**src/rtl/xbs_pkg.sv**
```systemverilog
package xbs_pkg;
  localparam int XBS_N_IN     = 4;
  localparam int XBS_N_OUT    = 8;
  localparam int XBS_N_SLICES = 4;
  localparam int XBS_FW       = 8;
endpackage

```
**src/rtl/xbs_repeater.sv**
```systemverilog
module xbs_repeater #(
  parameter int STAGES = 2,
  parameter int WIDTH  = 8
) (
  input  logic             clk,
  input  logic             rst,
  input  logic [WIDTH-1:0] d,
  output logic [WIDTH-1:0] q
);
  generate
    if (STAGES == 0) begin : g_wire
      logic unused_ctl;
      assign unused_ctl = ^{clk, rst};
      assign q = d;
    end else begin : g_pipe
      logic [WIDTH-1:0] stg [STAGES];
      always_ff @(posedge clk) begin
        if (rst) begin
          for (int i = 0; i < STAGES; i++) stg[i] <= '0;
        end else begin
          stg[0] <= d;
          for (int i = 1; i < STAGES; i++) stg[i] <= stg[i-1];
        end
      end
      assign q = stg[STAGES-1];
    end
  endgenerate
endmodule

```
**src/rtl/xbs_out_mux.sv**
```systemverilog
module xbs_out_mux #(
  parameter int N_IN = 4,
  parameter int FW   = 8
) (
  input  logic               clk,
  input  logic               rst,
  input  logic [N_IN*FW-1:0] in_data,
  input  logic [N_IN-1:0]    sel,
  input  logic               vld,
  output logic [FW-1:0]      o_data,
  output logic               o_vld
);
  logic          hit;
  logic [FW-1:0] pick;

  always_comb begin
    hit  = vld && $onehot(sel);
    pick = '0;
    for (int j = 0; j < N_IN; j++)
      if (sel[j]) pick = pick | in_data[j*FW +: FW];
  end

  always_ff @(posedge clk) begin
    if (rst) begin
      o_vld  <= 1'b0;
      o_data <= '0;
    end else begin
      o_vld  <= hit;
      o_data <= hit ? pick : '0;
    end
  end

  p_idle_no_grant_r4: assert property (@(posedge clk) disable iff (rst)
    !vld |=> (!o_vld && o_data == '0));
  p_idle_bad_sel_r5: assert property (@(posedge clk) disable iff (rst)
    (vld && !$onehot(sel)) |=> (!o_vld && o_data == '0));
  p_grant_valid_r3: assert property (@(posedge clk) disable iff (rst)
    (vld && $onehot(sel)) |=> o_vld);
endmodule

```
**src/rtl/xbs_slice.sv**
```systemverilog
module xbs_slice
  import xbs_pkg::*;
#(
  parameter int N_IN       = XBS_N_IN,
  parameter int N_OUT      = XBS_N_OUT,
  parameter int N_SLICES   = XBS_N_SLICES,
  parameter int FW         = XBS_FW,
  parameter int REP_STAGES = 2,
  parameter int SLICE_IDX  = 1,
  localparam int GW        = $clog2(N_OUT*N_SLICES)
) (
  input  logic                  clk,
  input  logic                  rst,
  input  logic [N_IN*FW-1:0]    in_data,
  input  logic [N_OUT*N_IN-1:0] gnt_sel,
  input  logic [N_OUT-1:0]      gnt_vld,
  output logic [N_OUT*FW-1:0]   out_data,
  output logic [N_OUT-1:0]      out_vld,
  output logic [N_OUT*GW-1:0]   out_gidx
);
  localparam int DW = N_IN*FW;
  localparam int SW = N_OUT*N_IN;
  localparam int PW = DW + SW + N_OUT;

  logic [PW-1:0]    bundle_in, bundle_out;
  logic [DW-1:0]    r_data;
  logic [SW-1:0]    r_sel;
  logic [N_OUT-1:0] r_vld;

  assign bundle_in = {gnt_vld, gnt_sel, in_data};

  xbs_repeater #(.STAGES(REP_STAGES), .WIDTH(PW)) u_rep (
    .clk (clk),
    .rst (rst),
    .d   (bundle_in),
    .q   (bundle_out)
  );

  assign {r_vld, r_sel, r_data} = bundle_out;

  generate
    for (genvar k = 0; k < N_OUT; k++) begin : g_lane
      xbs_out_mux #(.N_IN(N_IN), .FW(FW)) u_mux (
        .clk     (clk),
        .rst     (rst),
        .in_data (r_data),
        .sel     (r_sel[k*N_IN +: N_IN]),
        .vld     (r_vld[k]),
        .o_data  (out_data[k*FW +: FW]),
        .o_vld   (out_vld[k])
      );
      assign out_gidx[k*GW +: GW] = GW'(SLICE_IDX*N_OUT + k);
    end
  endgenerate

  p_reset_idle_r1: assert property (@(posedge clk)
    rst |=> (out_vld == '0 && out_data == '0));
endmodule

```
**config.mk**
```make
export PLATFORM = sky130hd
export DESIGN_NAME = xbs_slice
export DESIGN_NICKNAME = d
export VERILOG_FILES = /design/src/rtl/xbs_pkg.sv /design/src/rtl/xbs_repeater.sv /design/src/rtl/xbs_out_mux.sv /design/src/rtl/xbs_slice.sv
export SDC_FILE = /design/constraint.sdc
export NUM_CORES = 1
export LEC_CHECK = 0
export BUFFER_PORTS_ARGS = -buffer_cell sky130_fd_sc_hd__buf_2
export CAP_MARGIN = 20
export CORE_MARGIN = 3
export CORE_UTILIZATION = 53
export DETAILED_ROUTE_END_ITERATION = 6
export PLACE_DENSITY_LB_ADDON = 0.08
export SYNTH_ARGS = -nofsm -noshare
export SYNTH_HDL_FRONTEND = slang
export SYNTH_SLANG_ARGS = --single-unit
```
**constraint.sdc**
```tcl
create_clock -name clk -period 2.7 [get_ports clk]
set_clock_uncertainty 0.1 [all_clocks]
set_input_delay 0 -clock clk [delete_from_list [all_inputs] [get_ports clk]]
set_output_delay 0 -clock clk [all_outputs]
set_load 0.05 [all_outputs]
```
=== Word-level counts from Yosys, hierarchy flattened ===
Memories as Yosys holds them, arrays and structs flattened.
Index checks and enable logic that the tools add are counted.

* Reductions and logical operators: 16
* Equal/unequal tests: 8
* Add/sub/neg operators: 24
* Bitwise operators: 34
* Muxes and demuxes: 37

{| class="wikitable"
|+ Operator list
! kind !! number
|-
| 8-bit two-way mux || 32
|-
| 8-bit bitwise OR || 24
|-
| 72-bit two-way mux || 2
|-
| 1-bit by 1-bit adder with 2-bit output || 16
|-
| 3-bit adder || 8
|-
| 3-bit by 1-bit equality test with 1-bit output, second input constant || 8
|-
| 2-bit OR reduction || 8
|-
| 1-bit logical AND || 8
|-
| 1-bit NOT || 8
|-
| 1-bit two-way mux || 3
|-
| 1-bit bitwise OR || 2
|}

* Bits of input ports: 74
* Memories kept: 1
* Register bits: 72
* Memory bits (writable): 144
* Output and inout bits: 112
* Logic and storage cells: 136

{| class="wikitable"
|+ Memories
! name !! depth !! bits a word !! read ports !! clocked after Yosys merged registers in !! wr ports !! RTL line !! text
|-
| u_rep.g_pipe.stg || 2 || 72 || 2 || 0 || 2 || xbs_repeater.sv:16 || <nowiki>logic [WIDTH-1:0] stg [STAGES];</nowiki>
|}

=== Logic depth before layout (Yosys ltp) ===
An unclocked memory read counts as a cell.

* Depth after elaboration: 8
* Mapped depth: 6
* Gate-level depth less buffers: 5

=== Modules after synthesis ===
A second synthesis with hierarchy kept.

* Cells, all modules: 810
* Area total of the unflattened synthesis: 8,672.1 um^2

{| class="wikitable"
|+ By module, submodules not included
! module !! area each (um^2) !! cells an instance !! sequential area each (um^2) !! times used
|-
| xbs_repeater || 4,590.7 || 376 || 2,882.8 || 1
|-
| xbs_out_mux || 471.7 || 49 || 180.2 || 8
|-
| xbs_slice || 307.8 || 42 || 0.0 || 1
|}

=== Worst setup path before layout ===
No wires, ideal clock.

* Path type: reg2reg
* Start: memory u_rep.g_pipe.stg[0][132] (netlist bit)
* End: register g_lane[7].u_mux.o_data[0]
* Path buffers: 1
* Setup time: 0.086 ns
* Slack: 0.539 ns
* Cell stages (with the launch flop): 7
* Clock period less this slack: 2.161 ns
* Required time: 2.514 ns
* Arrival time: 1.975 ns
* Path through: dfxtp_1 > ha_1 > ha_1 > fa_1 > or4b_1 > buf_2 > a211oi_1

{| class="wikitable"
|+ RTL lines
! item !! RTL line !! text
|-
| start, declared || xbs_repeater.sv:16 ||
|-
| end signal, assigned || xbs_out_mux.sv:29 || <nowiki>o_data <= hit ? pick : '0;</nowiki>
|-
| end, declared || xbs_out_mux.sv:10 || <nowiki>output logic [FW-1:0] o_data,</nowiki>
|}

==> results <==
- The data arrival time of the critical path is about 2.7 ns.
- Counting distinct cell types in the post-synthesis netlist gives 15.
- The die is 129 µm wide.
- In this run the worst setup path begins at u_rep.g_pipe.stg[0][118].
- The final count of negative-setup-slack endpoints is 0.
- Clock-pin slew was measured on the worst setup and hold paths at roughly 0.06 ns.
- The run finished with clean final reports.
- The total via count in the routed design is 6213.
- The CTS tree is done.
- The actual slew at the worst max-slew pin is about 0.79 ns.
- The remaining design rule violation count is 0.
- The count of antenna diodes in the layout is 0.
- Dividing the detail-routed wire length by the instance count gives 19.0 µm.
- The synthesized area per cell is 10.7 µm².
- The sequential standard cell area is approximately 4300 µm².
- The congestion estimate from routability-driven global placement came to 0.858.
- CTS built an H-tree with a depth of 1.
- In this run the critical register-to-register path is launched from u_rep.g_pipe.stg[0][118].
- The peak clock frequency supported by timing is about 0.41 GHz.
- Of the cells placed in the final design, the portion with a size suffix greater than 1 is between 20% and 30%.
- For the worst-skew pair, the clock arrives at the later sink with an insertion delay of ~0.5 ns.
- The clock net in this run drives a total of 216 sinks.
- The overall routing resource usage is about 25%.
- The number of global-route vias before repair is 6023.
- The remaining global-route overflow is 0.
- The number of buffers created by CTS is 22.
- The number of antenna-violating nets in the routed design is 0.
- The share of synthesized area occupied by flip-flops and latches is a little over half.
- The final-report hold violation count is 0.
- The leading cell type in the layout, fill and taps excluded is sky130_fd_sc_hd__dfxtp_1.
- The number of non-filler instances in the completed layout is ~1100.
- The synthesis warning total is 0.
- Summed over all failing endpoints, the final setup total negative slack is 0 ns.
- The first-iteration detailed-routing DRC count is ~850.
- Dividing the detail-routed via count by the number of cells gives 5.50.
- The critical path is of the reg -> reg type.
- The final critical-path share of the clock period is around nine tenths.
- The worst IR drop on VDD is between 0.6 and 0.7 mV.
- In this run the core area contains 44 standard-cell rows.
- The final critical delay including setup and external delays is 2.42 ns.
- The post-synthesis instance total is 746.
- Dividing total power by cell area gives a power density of 704 nW/µm².
- The layout overhead on the synthesized area is 28.7%.
- The number of antenna violations at the first check in global routing is 0.
- Fill cells in the final layout number 1053.
- Detailed placement finished with a half-perimeter wire length of 13.6 mm.
- The initial utilization of the core area, before any placement, comes to between 50% and 60%.
- Of all nets on the critical path, the largest fanout is 9.
- Setup slack on the worst reg-to-reg path comes out at 0.28 ns.
- The static leakage power is between 0.004 and 0.005 µW.
- The type of destination of the critical path is a flop.
- The final count of pins violating max slew is 0.
- The clock tree buffer depth is 3.
- The first global-routing pass estimated about 33 mm of wire.
- The type of element launching the critical path is a flop.
- The region available for standard cell placement spans ~15000 µm².
- Clock tree synthesis selected as its root buffer the cell sky130_fd_sc_hd__clkbuf_16.
- The number of maximum-capacitance constraint violations is 0.
- The height of the chip is 129 µm.
- The count of buffers from port buffering is between 100 and 150.
- The data required time at the worst endpoint is 2.99 ns.
- After synthesis the cells add up to roughly 8000 µm².
- The startpoint identified for the worst hold timing path is in_data[15].
- Setup repair after global routing left no endpoint under its margin.
- Entering global routing, the biggest net connects 81 pins.
- The floorplan step defined a die boundary enclosing 16600 µm².
- The overall routed net length is around 21 mm.
- The multi-input combinational cells in the finished layout cover a total of slightly above 3000 µm².
- The classification of the worst-slack hold path is in -> reg.
- Once placement completed, the tool counted placed cells totaling about 1000.
- The final layout net count is between 1000 and 1500.
- The number of detailed-routing iterations run before antenna repair is 7.
- The number of placed I/O pins is approximately 190.
- The worst pin sits at a relative slew slack of 47.6%.
- In this run, synthesis produced a sequential element count of approximately 220.
- Leaving out fill and tap cells, the most frequent cells in the layout are sky130_fd_sc_hd__dfxtp_1, sky130_fd_sc_hd__nor2b_1, sky130_fd_sc_hd__buf_2.
metal layers:
metal | wire [µm] | global-route usage, %
met1 | 8490 | 33.9
met2 | 9670 | 40.0
met3 | 2230 | 4.65
met4 | 1070 | 12.0
met5 | 0 | 0
final timing paths:
| path | end | cells after the start |
|---|---|---|
| hold / removal | u_rep.g_pipe.stg[0][15] | 3 |
| hold reg to reg | u_rep.g_pipe.stg[0][79] | 1 |
| setup / recovery | g_lane[3].u_mux.o_data[2] | 5 |
| setup reg to reg | g_lane[3].u_mux.o_data[2] | 5 |
flip-flops by register name (all words and copies together) (netlist names):
| name | flops |
|---|---|
| g_lane.u_mux.o_data | 64 |
| u_rep.g_pipe.stg | 144 |
| g_lane.u_mux.o_vld | 8 |
cells by family (layout without fill, tap and decap cells):
family / after synthesis / count (layout) / share of synthesized area (%)
AO/OA/AOI/OAI: 192 / 192 / 18.1
adder cells (fa/ha/maj): 32 / 32 / 5.77
buffers and inverters: 144 / 306 / 9.17
flip-flops: 216 / 216 / 54.2
other: 2 / 40 / 0.0941
AND/OR/NAND/NOR: 160 / 160 / 12.7
cell usage after synthesis:
| library cell | n | area [µm²] |
|---|---|---|
| sky130_fd_sc_hd__nor2b_1 | 144 | 901 |
| sky130_fd_sc_hd__ha_1 | 24 | 300 |
| sky130_fd_sc_hd__clkbuf_1 | 22 | 82.6 |
| sky130_fd_sc_hd__conb_1 | 2 | 7.51 |
| sky130_fd_sc_hd__nand4bb_1 | 5 | 56.3 |
| sky130_fd_sc_hd__buf_1 | 62 | 233 |
| sky130_fd_sc_hd__fa_1 | 8 | 160 |
| sky130_fd_sc_hd__a22oi_1 | 128 | 961 |
| sky130_fd_sc_hd__buf_4 | 48 | 360 |
| sky130_fd_sc_hd__or4b_1 | 3 | 30.0 |
| sky130_fd_sc_hd__buf_2 | 9 | 45.0 |
| sky130_fd_sc_hd__clkinv_1 | 3 | 11.3 |
| sky130_fd_sc_hd__nor2_1 | 8 | 30.0 |
| sky130_fd_sc_hd__dfxtp_1 | 216 | 4320 |
| sky130_fd_sc_hd__a211oi_1 | 64 | 480 |
where the power goes:
group / internal (µW) / switching (µW) / total [µW]
logic: 236 / 324 / 560
clock network: 2070 / 1200 / 3270
registers: 3290 / 114 / 3410
total: 5600 / 1640 / 7240
final cells by class:
cell class / instances / share of cell area (%)
repair buffers: 263 / 17.9
clock buffers: 27 / 5.85
flip-flops and latches: 216 / 42.1
inverters: 3 / 0.110
well taps: 184 / 2.24
multi-input cells: 424 / 29.9
clock inverters: 13 / 1.95
worst max-delay path, cell delays in order (launching register included):
cell                       delay, ns
sky130_fd_sc_hd__dfxtp_1        0.31
sky130_fd_sc_hd__ha_1           0.29
sky130_fd_sc_hd__ha_1           0.22
sky130_fd_sc_hd__fa_1           0.44
sky130_fd_sc_hd__or4b_1         0.71
sky130_fd_sc_hd__a211oi_1       0.25
what timing repair did:
action                    4_1_cts  5_1_grt
gates resized for setup         0        0
buffers inserted                0        0
hold endpoints to repair       94        0
hold buffers                   89        0
through the flow:
stage | setup slack, ns | hold WS [ns] | total power (µW) | util, % | cell area (µm²)
3_5_place_dp | 0.324 | 0.112 | 3920 | 58.6 | 8580
3_3_place_gp | 0.419 | 0.106 | 3900 | 58.6 | 8580
6_report | 0.280 | 0.141 | 7240 | 70.1 | 10300
2_1_floorplan | 0.539 | 0.0282 | 3810 | - | 8130
4_1_cts | 0.283 | 0.135 | 7270 | 70.1 | 10300
5_1_grt | 0.102 | 0.159 | 7460 | 70.1 | 10300
Note: power is estimated with default switching activity, not from simulation.
